===== config.mk =====
export PLATFORM = sky130hd
export DESIGN_NAME = csplit_resp_eval
export DESIGN_NICKNAME = d
export VERILOG_FILES = /design/src/rtl/csplit_pkg.sv /design/src/rtl/csplit_err_count.sv /design/src/rtl/csplit_advance.sv /design/src/rtl/csplit_decide.sv /design/src/rtl/csplit_resp_eval.sv
export SDC_FILE = /design/constraint.sdc
export NUM_CORES = 1
export LEC_CHECK = 0
export ABC_AREA = 0
export ABC_CLOCK_PERIOD_IN_PS = 9250
export BUFFER_PORTS_ARGS = -buffer_cell sky130_fd_sc_hd__buf_2
export CAP_MARGIN = 15
export CORE_ASPECT_RATIO = 1.5
export CORE_MARGIN = 1
export CORE_UTILIZATION = 54
export CTS_BUF_LIST = sky130_fd_sc_hd__clkbuf_16
export DETAILED_ROUTE_END_ITERATION = 16
export GPL_ROUTABILITY_DRIVEN = 0
export PLACE_DENSITY = 0.92
export SYNTH_ARGS = -nofsm -noshare
export SYNTH_HDL_FRONTEND = slang
export SYNTH_SLANG_ARGS = --single-unit

===== constraint.sdc =====
create_clock -name clk -period 9.25 [get_ports clk]
set_clock_uncertainty 0.15 [all_clocks]
set_input_delay 1.3875 -clock clk [delete_from_list [all_inputs] [get_ports clk]]
set_output_delay 1.3875 -clock clk [all_outputs]
set_load 0.02 [all_outputs]

===== src/rtl/csplit_pkg.sv =====
package csplit_pkg;

    localparam int LEN_W_DEF   = 11;
    localparam int OFS_W_DEF   = 15;
    localparam int CNT_MAX_DEF = 3;

    typedef enum logic [2:0] {
        RSP_NYET  = 3'd0,
        RSP_XERR  = 3'd1,
        RSP_ACK   = 3'd2,
        RSP_MDATA = 3'd3,
        RSP_DATA  = 3'd4,
        RSP_NAK   = 3'd5,
        RSP_ERR   = 3'd6,
        RSP_STALL = 3'd7
    } rsp_e;

    typedef enum logic [2:0] {
        ACT_STAY    = 3'd0,
        ACT_RETRY   = 3'd1,
        ACT_EXIT    = 3'd2,
        ACT_RESTART = 3'd3,
        ACT_HALT    = 3'd4
    } act_e;

    typedef enum logic [1:0] {
        CNT_HOLD   = 2'd0,
        CNT_RELOAD = 2'd1,
        CNT_DEC    = 2'd2
    } cnt_op_e;

    typedef struct packed {
        logic active;
        logic halted;
        logic xact_err;
        logic bus_err;
    } stat_t;

    // Direction legality of a response code
    function automatic logic rsp_legal(input rsp_e code, input logic is_in);
        case (code)
            RSP_ACK:            return !is_in;
            RSP_MDATA, RSP_DATA: return is_in;
            default:            return 1'b1;
        endcase
    endfunction

    function automatic stat_t stat_halt(input stat_t s);
        stat_t r;
        r        = s;
        r.active = 1'b0;
        r.halted = 1'b1;
        return r;
    endfunction

endpackage


===== src/rtl/csplit_err_count.sv =====
module csplit_err_count
    import csplit_pkg::*;
#(
    parameter int CNT_MAX = CNT_MAX_DEF,
    parameter int CNT_W   = $clog2(CNT_MAX + 1)
) (
    input  logic [CNT_W-1:0] cnt_in,
    input  cnt_op_e          op,
    output logic [CNT_W-1:0] cnt_out,
    output logic             last_try
);
    localparam logic [CNT_W-1:0] RELOAD_V = CNT_W'(CNT_MAX);

    assign last_try = (cnt_in <= CNT_W'(1));

    always_comb begin
        case (op)
            CNT_RELOAD: cnt_out = RELOAD_V;
            CNT_DEC:    cnt_out = (cnt_in == '0) ? '0 : cnt_in - CNT_W'(1);
            default:    cnt_out = cnt_in;
        endcase
    end

    // a decrement never raises the countdown
    always_comb begin
        if (op == CNT_DEC) begin
            a_r10_dec_not_up: assert (cnt_out <= cnt_in);
        end
    end
endmodule


===== src/rtl/csplit_advance.sv =====
module csplit_advance #(
    parameter int LEN_W = 11,
    parameter int OFS_W = 15
) (
    input  logic             en,
    input  logic [LEN_W:0]   amount,
    input  logic [OFS_W-1:0] ofs_in,
    input  logic [LEN_W-1:0] rem_in,
    output logic [OFS_W-1:0] ofs_out,
    output logic [LEN_W-1:0] rem_out,
    output logic             done
);
    logic [LEN_W-1:0] step;

    always_comb begin
        step = (amount < {1'b0, rem_in}) ? amount[LEN_W-1:0] : rem_in;
        if (en) begin
            ofs_out = ofs_in + OFS_W'(step);
            rem_out = rem_in - step;
            done    = (rem_in == step);
        end else begin
            ofs_out = ofs_in;
            rem_out = rem_in;
            done    = 1'b0;
        end
    end
endmodule


===== src/rtl/csplit_decide.sv =====
module csplit_decide
    import csplit_pkg::*;
#(
    parameter int LEN_W = 11
) (
    input  rsp_e             code,
    input  logic             is_in,
    input  logic             time_short,
    input  logic             last_try,
    input  logic             pid_odd,
    input  logic             tog_in,
    input  logic [LEN_W-1:0] rx_bytes,
    input  logic [LEN_W-1:0] max_pkt,
    input  logic [LEN_W-1:0] acc_in,
    input  stat_t            st_in,
    output cnt_op_e          cnt_op,
    output logic             adv_en,
    output logic [LEN_W:0]   adv_amt,
    output logic [LEN_W-1:0] acc_out,
    output logic             tog_out,
    output stat_t            st_out,
    output act_e             act,
    output logic             bad_dir,
    output logic             retire
);
    logic [LEN_W:0] total;

    assign total = {1'b0, acc_in} + {1'b0, rx_bytes};

    always_comb begin
        cnt_op  = CNT_HOLD;
        adv_en  = 1'b0;
        adv_amt = '0;
        acc_out = acc_in;
        tog_out = tog_in;
        st_out  = st_in;
        act     = ACT_STAY;
        bad_dir = 1'b0;
        retire  = 1'b0;
        if (!rsp_legal(code, is_in)) begin
            bad_dir = 1'b1;
        end else begin
            case (code)
                RSP_XERR: begin
                    cnt_op          = CNT_DEC;
                    st_out.xact_err = 1'b1;
                    if (last_try || (time_short && is_in)) begin
                        act    = ACT_HALT;
                        st_out = stat_halt(st_out);
                    end else if (time_short) begin
                        act = ACT_RESTART;
                    end else begin
                        act = ACT_RETRY;
                    end
                end
                RSP_ACK: begin
                    cnt_op  = CNT_RELOAD;
                    adv_en  = 1'b1;
                    adv_amt = {1'b0, max_pkt};
                    tog_out = !tog_in;
                    act     = ACT_EXIT;
                end
                RSP_MDATA: begin
                    acc_out = total[LEN_W-1:0];
                end
                RSP_DATA: begin
                    act     = ACT_EXIT;
                    acc_out = '0;
                    if (pid_odd == tog_in) begin
                        adv_en  = 1'b1;
                        adv_amt = total;
                        tog_out = !tog_in;
                    end
                end
                RSP_NAK: begin
                    cnt_op = CNT_RELOAD;
                    act    = ACT_EXIT;
                end
                RSP_ERR: begin
                    cnt_op         = CNT_DEC;
                    st_out.bus_err = 1'b1;
                    act            = ACT_EXIT;
                end
                RSP_STALL: begin
                    st_out = stat_halt(st_in);
                    retire = 1'b1;
                    act    = ACT_HALT;
                end
                default: ;
            endcase
        end
    end

    // an illegal response never advances or retires
    always_comb begin
        if (bad_dir) begin
            a_r13_no_side_effect: assert (!adv_en && !retire && cnt_op == CNT_HOLD);
        end
    end
endmodule


===== src/rtl/csplit_resp_eval.sv =====
module csplit_resp_eval
    import csplit_pkg::*;
#(
    parameter int LEN_W   = LEN_W_DEF,
    parameter int OFS_W   = OFS_W_DEF,
    parameter int CNT_MAX = CNT_MAX_DEF,
    parameter int CNT_W   = $clog2(CNT_MAX + 1)
) (
    input  logic             clk,
    input  logic             rst,
    input  logic             rsp_valid,
    input  logic [2:0]       rsp_code,
    input  logic             ep_in,
    input  logic             time_short,
    input  logic [LEN_W-1:0] rx_bytes,
    input  logic [LEN_W-1:0] max_pkt,
    input  logic             pid_odd,
    input  logic [CNT_W-1:0] cnt_in,
    input  logic [OFS_W-1:0] offset_in,
    input  logic [LEN_W-1:0] remain_in,
    input  logic             toggle_in,
    input  logic [LEN_W-1:0] accum_in,
    input  logic [3:0]       status_in,
    output logic             out_valid,
    output logic [CNT_W-1:0] cnt_out,
    output logic [OFS_W-1:0] offset_out,
    output logic [LEN_W-1:0] remain_out,
    output logic             toggle_out,
    output logic [LEN_W-1:0] accum_out,
    output logic [3:0]       status_out,
    output logic [2:0]       action,
    output logic             illegal,
    output logic             xfer_done,
    output logic             retire
);
    cnt_op_e          cnt_op;
    logic             last_try;
    logic [CNT_W-1:0] cnt_n;
    logic             adv_en;
    logic [LEN_W:0]   adv_amt;
    logic [OFS_W-1:0] ofs_n;
    logic [LEN_W-1:0] rem_n;
    logic             done_n;
    logic [LEN_W-1:0] acc_n;
    logic             tog_n;
    stat_t            st_n;
    act_e             act_n;
    logic             bad_n;
    logic             ret_n;

    csplit_err_count #(.CNT_MAX(CNT_MAX), .CNT_W(CNT_W)) u_cnt (
        .cnt_in  (cnt_in),
        .op      (cnt_op),
        .cnt_out (cnt_n),
        .last_try(last_try)
    );

    csplit_decide #(.LEN_W(LEN_W)) u_dec (
        .code      (rsp_e'(rsp_code)),
        .is_in     (ep_in),
        .time_short(time_short),
        .last_try  (last_try),
        .pid_odd   (pid_odd),
        .tog_in    (toggle_in),
        .rx_bytes  (rx_bytes),
        .max_pkt   (max_pkt),
        .acc_in    (accum_in),
        .st_in     (stat_t'(status_in)),
        .cnt_op    (cnt_op),
        .adv_en    (adv_en),
        .adv_amt   (adv_amt),
        .acc_out   (acc_n),
        .tog_out   (tog_n),
        .st_out    (st_n),
        .act       (act_n),
        .bad_dir   (bad_n),
        .retire    (ret_n)
    );

    csplit_advance #(.LEN_W(LEN_W), .OFS_W(OFS_W)) u_adv (
        .en     (adv_en),
        .amount (adv_amt),
        .ofs_in (offset_in),
        .rem_in (remain_in),
        .ofs_out(ofs_n),
        .rem_out(rem_n),
        .done   (done_n)
    );

    always_ff @(posedge clk) begin
        if (rst) begin
            out_valid  <= 1'b0;
            cnt_out    <= '0;
            offset_out <= '0;
            remain_out <= '0;
            toggle_out <= 1'b0;
            accum_out  <= '0;
            status_out <= '0;
            action     <= ACT_STAY;
            illegal    <= 1'b0;
            xfer_done  <= 1'b0;
            retire     <= 1'b0;
        end else begin
            out_valid <= rsp_valid;
            if (rsp_valid) begin
                cnt_out    <= cnt_n;
                offset_out <= ofs_n;
                remain_out <= rem_n;
                toggle_out <= tog_n;
                accum_out  <= acc_n;
                status_out <= st_n;
                action     <= act_n;
                illegal    <= bad_n;
                xfer_done  <= done_n;
                retire     <= ret_n;
            end
        end
    end

    // Checks on the block's ports over time
    logic [OFS_W:0] in_sum;
    logic [OFS_W:0] out_sum;
    assign in_sum  = {1'b0, offset_in} + (OFS_W+1)'(remain_in);
    assign out_sum = {1'b0, offset_out} + (OFS_W+1)'(remain_out);

    a_r1_valid_lag: assert property (@(posedge clk) disable iff (rst)
        rsp_valid |=> out_valid);

    a_r1_hold_idle: assert property (@(posedge clk) disable iff (rst)
        !rsp_valid |=> $stable(remain_out) && $stable(cnt_out) && !out_valid);

    a_r3_halt_last: assert property (@(posedge clk) disable iff (rst)
        rsp_valid && rsp_code == RSP_XERR && cnt_in == CNT_W'(1)
        |=> action == ACT_HALT && cnt_out == '0 && status_out[2]);

    a_r7_bytes_conserved: assert property (@(posedge clk) disable iff (rst)
        rsp_valid |=> out_sum == $past(in_sum));

    a_r9_nak_reload: assert property (@(posedge clk) disable iff (rst)
        rsp_valid && rsp_code == RSP_NAK
        |=> cnt_out == CNT_W'(CNT_MAX) && action == ACT_EXIT);

    a_r11_stall_halts: assert property (@(posedge clk) disable iff (rst)
        rsp_valid && rsp_code == RSP_STALL
        |=> action == ACT_HALT && retire && status_out[2] && !status_out[3]);

    a_r12_nyet_still: assert property (@(posedge clk) disable iff (rst)
        rsp_valid && rsp_code == RSP_NYET
        |=> action == ACT_STAY && cnt_out == $past(cnt_in)
            && remain_out == $past(remain_in) && offset_out == $past(offset_in));

    a_r13_ack_in_bad: assert property (@(posedge clk) disable iff (rst)
        rsp_valid && rsp_code == RSP_ACK && ep_in
        |=> illegal && cnt_out == $past(cnt_in) && remain_out == $past(remain_in));

    a_r14_done_empty: assert property (@(posedge clk) disable iff (rst)
        xfer_done |-> remain_out == '0);
endmodule


# After elaboration in Yosys (flattened, before gate mapping)
# Index checks and enable logic that the tools add are counted.
[classes] reduce_logical=9 order_cmp=2 mux=31 n_eq_ne=11 n_addsub=4
[op_table] cell="two-way mux 11 bit" count=3
[op_table] cell="two-way mux 12 bit" count=2
[op_table] cell="one-hot mux 12 bit (2 select lines)" count=1
[op_table] cell="one-hot mux 11 bit (2 select lines)" count=1
[op_table] cell="adder 15 x 11 -> 15 bit" count=1
[op_table] cell="two-way mux 15 bit" count=1
[op_table] cell="adder 11 x 11 -> 12 bit" count=1
[op_table] cell="== test 3 bit, second input constant" count=4
[op_table] cell="< comparator 12 x 11 -> 1 bit" count=1
[op_table] cell="== test 11 bit" count=1
[op_table] cell="subtractor 11 bit" count=1
[op_table] cell="one-hot mux 3 bit (3 select lines)" count=1
[op_table] cell="two-way mux 1 bit" count=8
[op_table] cell="two-way mux 4 bit" count=2
[op_table] cell="one-hot mux 1 bit (2 select lines)" count=4
[op_table] cell="one-hot mux 2 bit (2 select lines)" count=2
[op_table] cell="== test 3 x 2 -> 1 bit, second input constant" count=2
[op_table] cell="two-way mux 2 bit" count=3
[op_table] cell="two-way mux 3 bit" count=2
[op_table] cell="one-hot mux 3 bit (2 select lines)" count=1
[op_table] cell="OR reduction 2 bit" count=3
[op_table] cell="OR reduction 4 bit" count=1
[op_table] cell="== test 3 x 1 -> 1 bit, second input constant" count=1
[op_table] cell="== test 2 x 1 -> 1 bit, second input constant" count=1
[op_table] cell="8 further kinds" count=9
[word_totals] ff_bits=51 in_bits=75 wordCells=68 output_inout_bits=51

# Logic depth before layout (Yosys ltp)
[depth] word_depth=8 depth_mapped=29 mapped_depth_nobuf=28

# Hierarchy
# From an unflattened synthesis, not the netlist that was laid out.
[hier_totals] hier_cells=567 hier_area_um2=4692.0
[by_module_without_submodules] module="csplit_advance" seq_area_each_um2=0.0 cells_each=255 area_per_inst_um2=1859.3 n_inst=1
[by_module_without_submodules] module="csplit_resp_eval" seq_area_each_um2=1021.0 cells_each=164 area_per_inst_um2=1826.8 n_inst=1
[by_module_without_submodules] module="csplit_decide" seq_area_each_um2=0.0 cells_each=137 area_per_inst_um2=933.4 n_inst=1
[by_module_without_submodules] module="csplit_err_count" seq_area_each_um2=0.0 cells_each=11 area_per_inst_um2=72.6 n_inst=1

# Least setup slack after synthesis
# Ideal clock, no wire load.
[synth_path] kind="input-to-reg" startpoint="input port rx_bytes[0]" endpoint="register offset_out[14]" path_stages=29 required_ps=9008 setup_ps=92 slack_ps=2361 n_path_buf=1 t_arrival_ps=6648 cell_sequence="ha_1 > inv_1 > fa_1 > nand2b_1 > a21oi_2 > or2_1 > a31oi_1 > xnor2_1 > a22oi_1 > nor2_1 > ha_1 > nand3_1 > o22ai_1 > o211ai_1 > nand2_1 > a21oi_1 > nand3_1 > buf_2 > mux2_1 > ha_1 > fa_1 > a21o_1 > a21o_1 > a211oi_1 > o21ai_1 > nor4b_1 > o311a_1 > mux2i_1 > nor4_1"
[synth_via] elab_chain_len=8
[synth_lines] element="start: declaration" line="csplit_resp_eval.sv:15" rtl="input logic [LEN_W-1:0] rx_bytes,"
[synth_lines] element="adder 11 x 11 -> 12 bit (*)" line="csplit_decide.sv:28" rtl="assign total = {1'b0, acc_in} + {1'b0, rx_bytes};"
[synth_lines] element="two-way mux 12 bit (*)" line="csplit_decide.sv:69" rtl="if (pid_odd == tog_in) begin"
[synth_lines] element="one-hot mux 12 bit (2 select lines) (*)" line="csplit_decide.sv:43" rtl="case (code)"
[synth_lines] element="two-way mux 12 bit (*)" line="csplit_decide.sv:40" rtl="if (!rsp_legal(code, is_in)) begin"
[synth_lines] element="< comparator 12 x 11 -> 1 bit" line="csplit_advance.sv:16" rtl="step = (amount < {1'b0, rem_in}) ? amount[LEN_W-1:0] : rem_in;"
[synth_lines] element="two-way mux 11 bit (*)" line="csplit_advance.sv:16"
[synth_lines] element="adder 15 x 11 -> 15 bit (*)" line="csplit_advance.sv:18" rtl="ofs_out = ofs_in + OFS_W'(step);"
[synth_lines] element="two-way mux 15 bit (*)" line="csplit_advance.sv:17" rtl="if (en) begin"
[synth_lines] element="end signal: assignment" line="csplit_resp_eval.sv:107" rtl="offset_out <= ofs_n;"
[synth_lines] element="end: declaration" line="csplit_resp_eval.sv:26" rtl="output logic [OFS_W-1:0] offset_out,"
# Mark *: on every way between the ends. The rest lies on a longest branch, timed or not.
# A chain may end at the register's enable or synchronous reset.

# Final worst setup path
[layout_path] startpoint="input port accum_in[0]" endpoint="register offset_out[14]"
[layout_via] elab_chain_len=8
[layout_lines] element="start: declaration" line="csplit_resp_eval.sv:22" rtl="input logic [LEN_W-1:0] accum_in,"
[layout_lines] element="adder 11 x 11 -> 12 bit (*)" line="csplit_decide.sv:28"
[layout_lines] element="two-way mux 12 bit (*)" line="csplit_decide.sv:69"
[layout_lines] element="one-hot mux 12 bit (2 select lines) (*)" line="csplit_decide.sv:43"
[layout_lines] element="two-way mux 12 bit (*)" line="csplit_decide.sv:40"
[layout_lines] element="< comparator 12 x 11 -> 1 bit" line="csplit_advance.sv:16"
[layout_lines] element="two-way mux 11 bit (*)" line="csplit_advance.sv:16"
[layout_lines] element="adder 15 x 11 -> 15 bit (*)" line="csplit_advance.sv:18"
[layout_lines] element="two-way mux 15 bit (*)" line="csplit_advance.sv:17"
# Marked as above.

==> run metrics <==
status finished, final reports clean; n_diodes 0; # clock sinks 51; Final Max Tran Viols 0; die area 8680 um2; placed insts 776; Post-CTS Resized 0; FF+latch area 1020 um2; Slew headroom 31.9%; post-synthesis sequential area ratio 22.8%; Antenna Nets Post-Route 0; CTS Hold Bufs 0; DR WL/cell 16.7 um; Lkg Pwr 2.50 nW; post-route insts no fill 784; initial core utilization 56.0%; share of layout cells above drive strength 1 22.8%; Worst-path clk slew 0.07 ns; htree depth 2; initial antenna violation count 0; area of the core 8010 um2; syn nets 703; num ports 126; first element of the critical path accum_in[0]; Mean Syn Cell Area 7.77 um2; Synth Warn # 0; PortBufs 125; final wirelength 13.1 mm; Setup WS pre-CTS 1.87 ns; Via density 6.18; overall routing resource usage 29.8%; Clk Latency, worst-skew pair 0.29 ns; Worst setup SP type primary input; #FFs+latches synth 51; row count 40; Remaining DRCs 0; max cap viols 0; Pre-antenna DRT Iters 5; post-route core utilization 66.0%; worst vdd ir 91.0 uV; dominant synthesized flop cell dfxtp_1; clk root buf clkbuf_16; largest net degree at the start of global routing 100; Final Setup Violations 0; CP Max Fanout 24; Critical-path top delay cell fa_1; ys async rst share 0%; CP required 9.29 ns; Worst R2R Setup Slack 8.25 ns; Worst Reg-to-Reg Cells 3; Longest Clk Path Bufs 2; period utilization 77.5%; # Post-CTS Setup Buffers 0; area of the multi-input gates 3190 um2; Worst Max-Slew Pin Slew 1.02 ns; final hold violations 0; Area Overhead vs Synth 17.8%; Crit path arrival time 7.22 ns; Post-synth EDFFs 0; number of global-route vias before repair 4725; HPWL after DPL 9.94 mm; crit path kind primary input to flip-flop; Chip Width 76.4 um; setup slack after layout 2.08 ns; total negative slack 0 ns; RSZ-0062 raised after global routing no; Hold WS 0.325 ns; Starting DRT DRC Count 310; Final #Nets 804; final worst path period need 7.17 ns; via count 4844; reg2reg end remain_out[10]$_SDFFE_PP0P_; HP Class flip-flop to flip-flop; mapped cell area 4480 um2; CP peak stage delay 0.44 ns; critical path capture point type flip-flop; Netlist cell types 68; Filler Cell Count 660; CTS tree done; first-pass GRT wire length 21.0 mm; Syn Inst Count 577; total CTS buffers 5; hold path start status_out[3]$_SDFFE_PP0P_; f_max 139 MHz; cell area power density 128 nW/um2; WHS Endpoint status_out[3]$_SDFFE_PP0P_; Crit Reg-Reg Startpoint remain_out[10]$_SDFFE_PP0P_; die height 114 um; Hold Crit Depth 2; remaining global-route overflow 0
## power by group
group | switching, mW | internal (mW)
combinational | 0.130 | 0.0842
sequential | 0.00728 | 0.235
clock | 0.0910 | 0.128
## worst max-delay path by stage
stage | end | slack, ns | cells past startpoint
2_1_floorplan | offset_out[14]$_SDFFE_PP0P_ | 2.36 | 29
3_3_place_gp | offset_out[14]$_SDFFE_PP0P_ | 2.22 | 29
3_5_place_dp | offset_out[14]$_SDFFE_PP0P_ | 1.87 | 29
4_1_cts | offset_out[14]$_SDFFE_PP0P_ | 2.14 | 29
5_1_grt | offset_out[14]$_SDFFE_PP0P_ | 1.65 | 29
6_report | offset_out[14]$_SDFFE_PP0P_ | 2.08 | 29
## metal layers
metal / vias to the layer above / GRT usage [%] / wire (um)
met3: 64 / 4.24 / 733
met4: 0 / 20.0 / 734
met2: 212 / 55.6 / 6810
met1: 2275 / 30.6 / 4860
met5: - / 0 / 0
li1: 2293 / - / -
## layout make-up
cell class / instances / area share (%)
Timing Repair Buffer: 128 / 12.3
Tap cell: 105 / 2.49
Clock buffer: 5 / 2.37
Multi-Input combinational cell: 460 / 60.5
Clock inverter: 3 / 0.805
Inverter: 32 / 2.27
Sequential cell: 51 / 19.3
## critical path: cells and delay by family
family | cells | cell delay (ns)
fa+ha+maj | 4 | 1.32
mux | 2 | 0.50
simple gates | 8 | 1.25
compound gates | 11 | 2.19
xor+xnor | 1 | 0.17
buf+inv | 3 | 0.41
## logic make-up after synthesis
logic type | Yosys count | synth area share [%]
buffers and inverters | 66 | 6.06
adder cells (fa/ha/maj) | 51 | 14.7
AO/OA/AOI/OAI | 171 | 26.3
AND/OR/NAND/NOR | 197 | 21.4
multiplexers | 16 | 3.77
XOR/XNOR | 25 | 4.89
flip-flops | 51 | 22.8
## sequential cells by signal (all words and copies together), names as in the netlist
| register | cells |
|---|---|
| toggle_out | 1 |
| out_valid | 1 |
| accum_out | 11 |
| remain_out | 11 |
| xfer_done | 1 |
| illegal | 1 |
| cnt_out | 2 |
| status_out | 4 |
| retire | 1 |
| offset_out | 15 |
| action | 3 |
## through the flow
step                instance area (um2)  power, mW
floorplan                          4480      0.392
global placement                   5110      0.449
detailed placement                 5110      0.456
CTS                                5280      0.675
global route                       5280      0.705
finish                             5280      0.675
## synth_stat cells (all sizes together), types with 10 or more instances
| cell type | n | area share [%] |
|---|---|---|
| a211oi | 27 | 4.5 |
| o21ai | 18 | 2.0 |
| clkbuf | 24 | 2.0 |
| nand2b | 10 | 1.5 |
| nor2 | 82 | 6.9 |
| buf | 10 | 1.4 |
| dfxtp | 51 | 23 |
| xnor2 | 21 | 4.1 |
| a21o | 13 | 2.2 |
| a311oi | 13 | 2.5 |
| nand2 | 36 | 3.2 |
| inv | 32 | 2.7 |
| a21oi | 45 | 5.1 |
| ha | 48 | 13 |
| nand3 | 14 | 1.7 |
| a22oi | 16 | 2.7 |
| nor3 | 17 | 2.1 |
| a31oi | 10 | 1.7 |
## placed cells by master, fill, tap and decap left out, types with 16 or more instances in the layout
cell      netlist  routed
dfxtp_1        51      51
nand2_1        35      35
a22oi_1        16      16
xnor2_1        21      21
nor2_1         82      82
nor3_1         16      16
a21oi_1        44      43
inv_1          32      32
buf_2           6     125
ha_1           48      48
a211oi_1       27      27
Power figures use the tool's default switching activity.
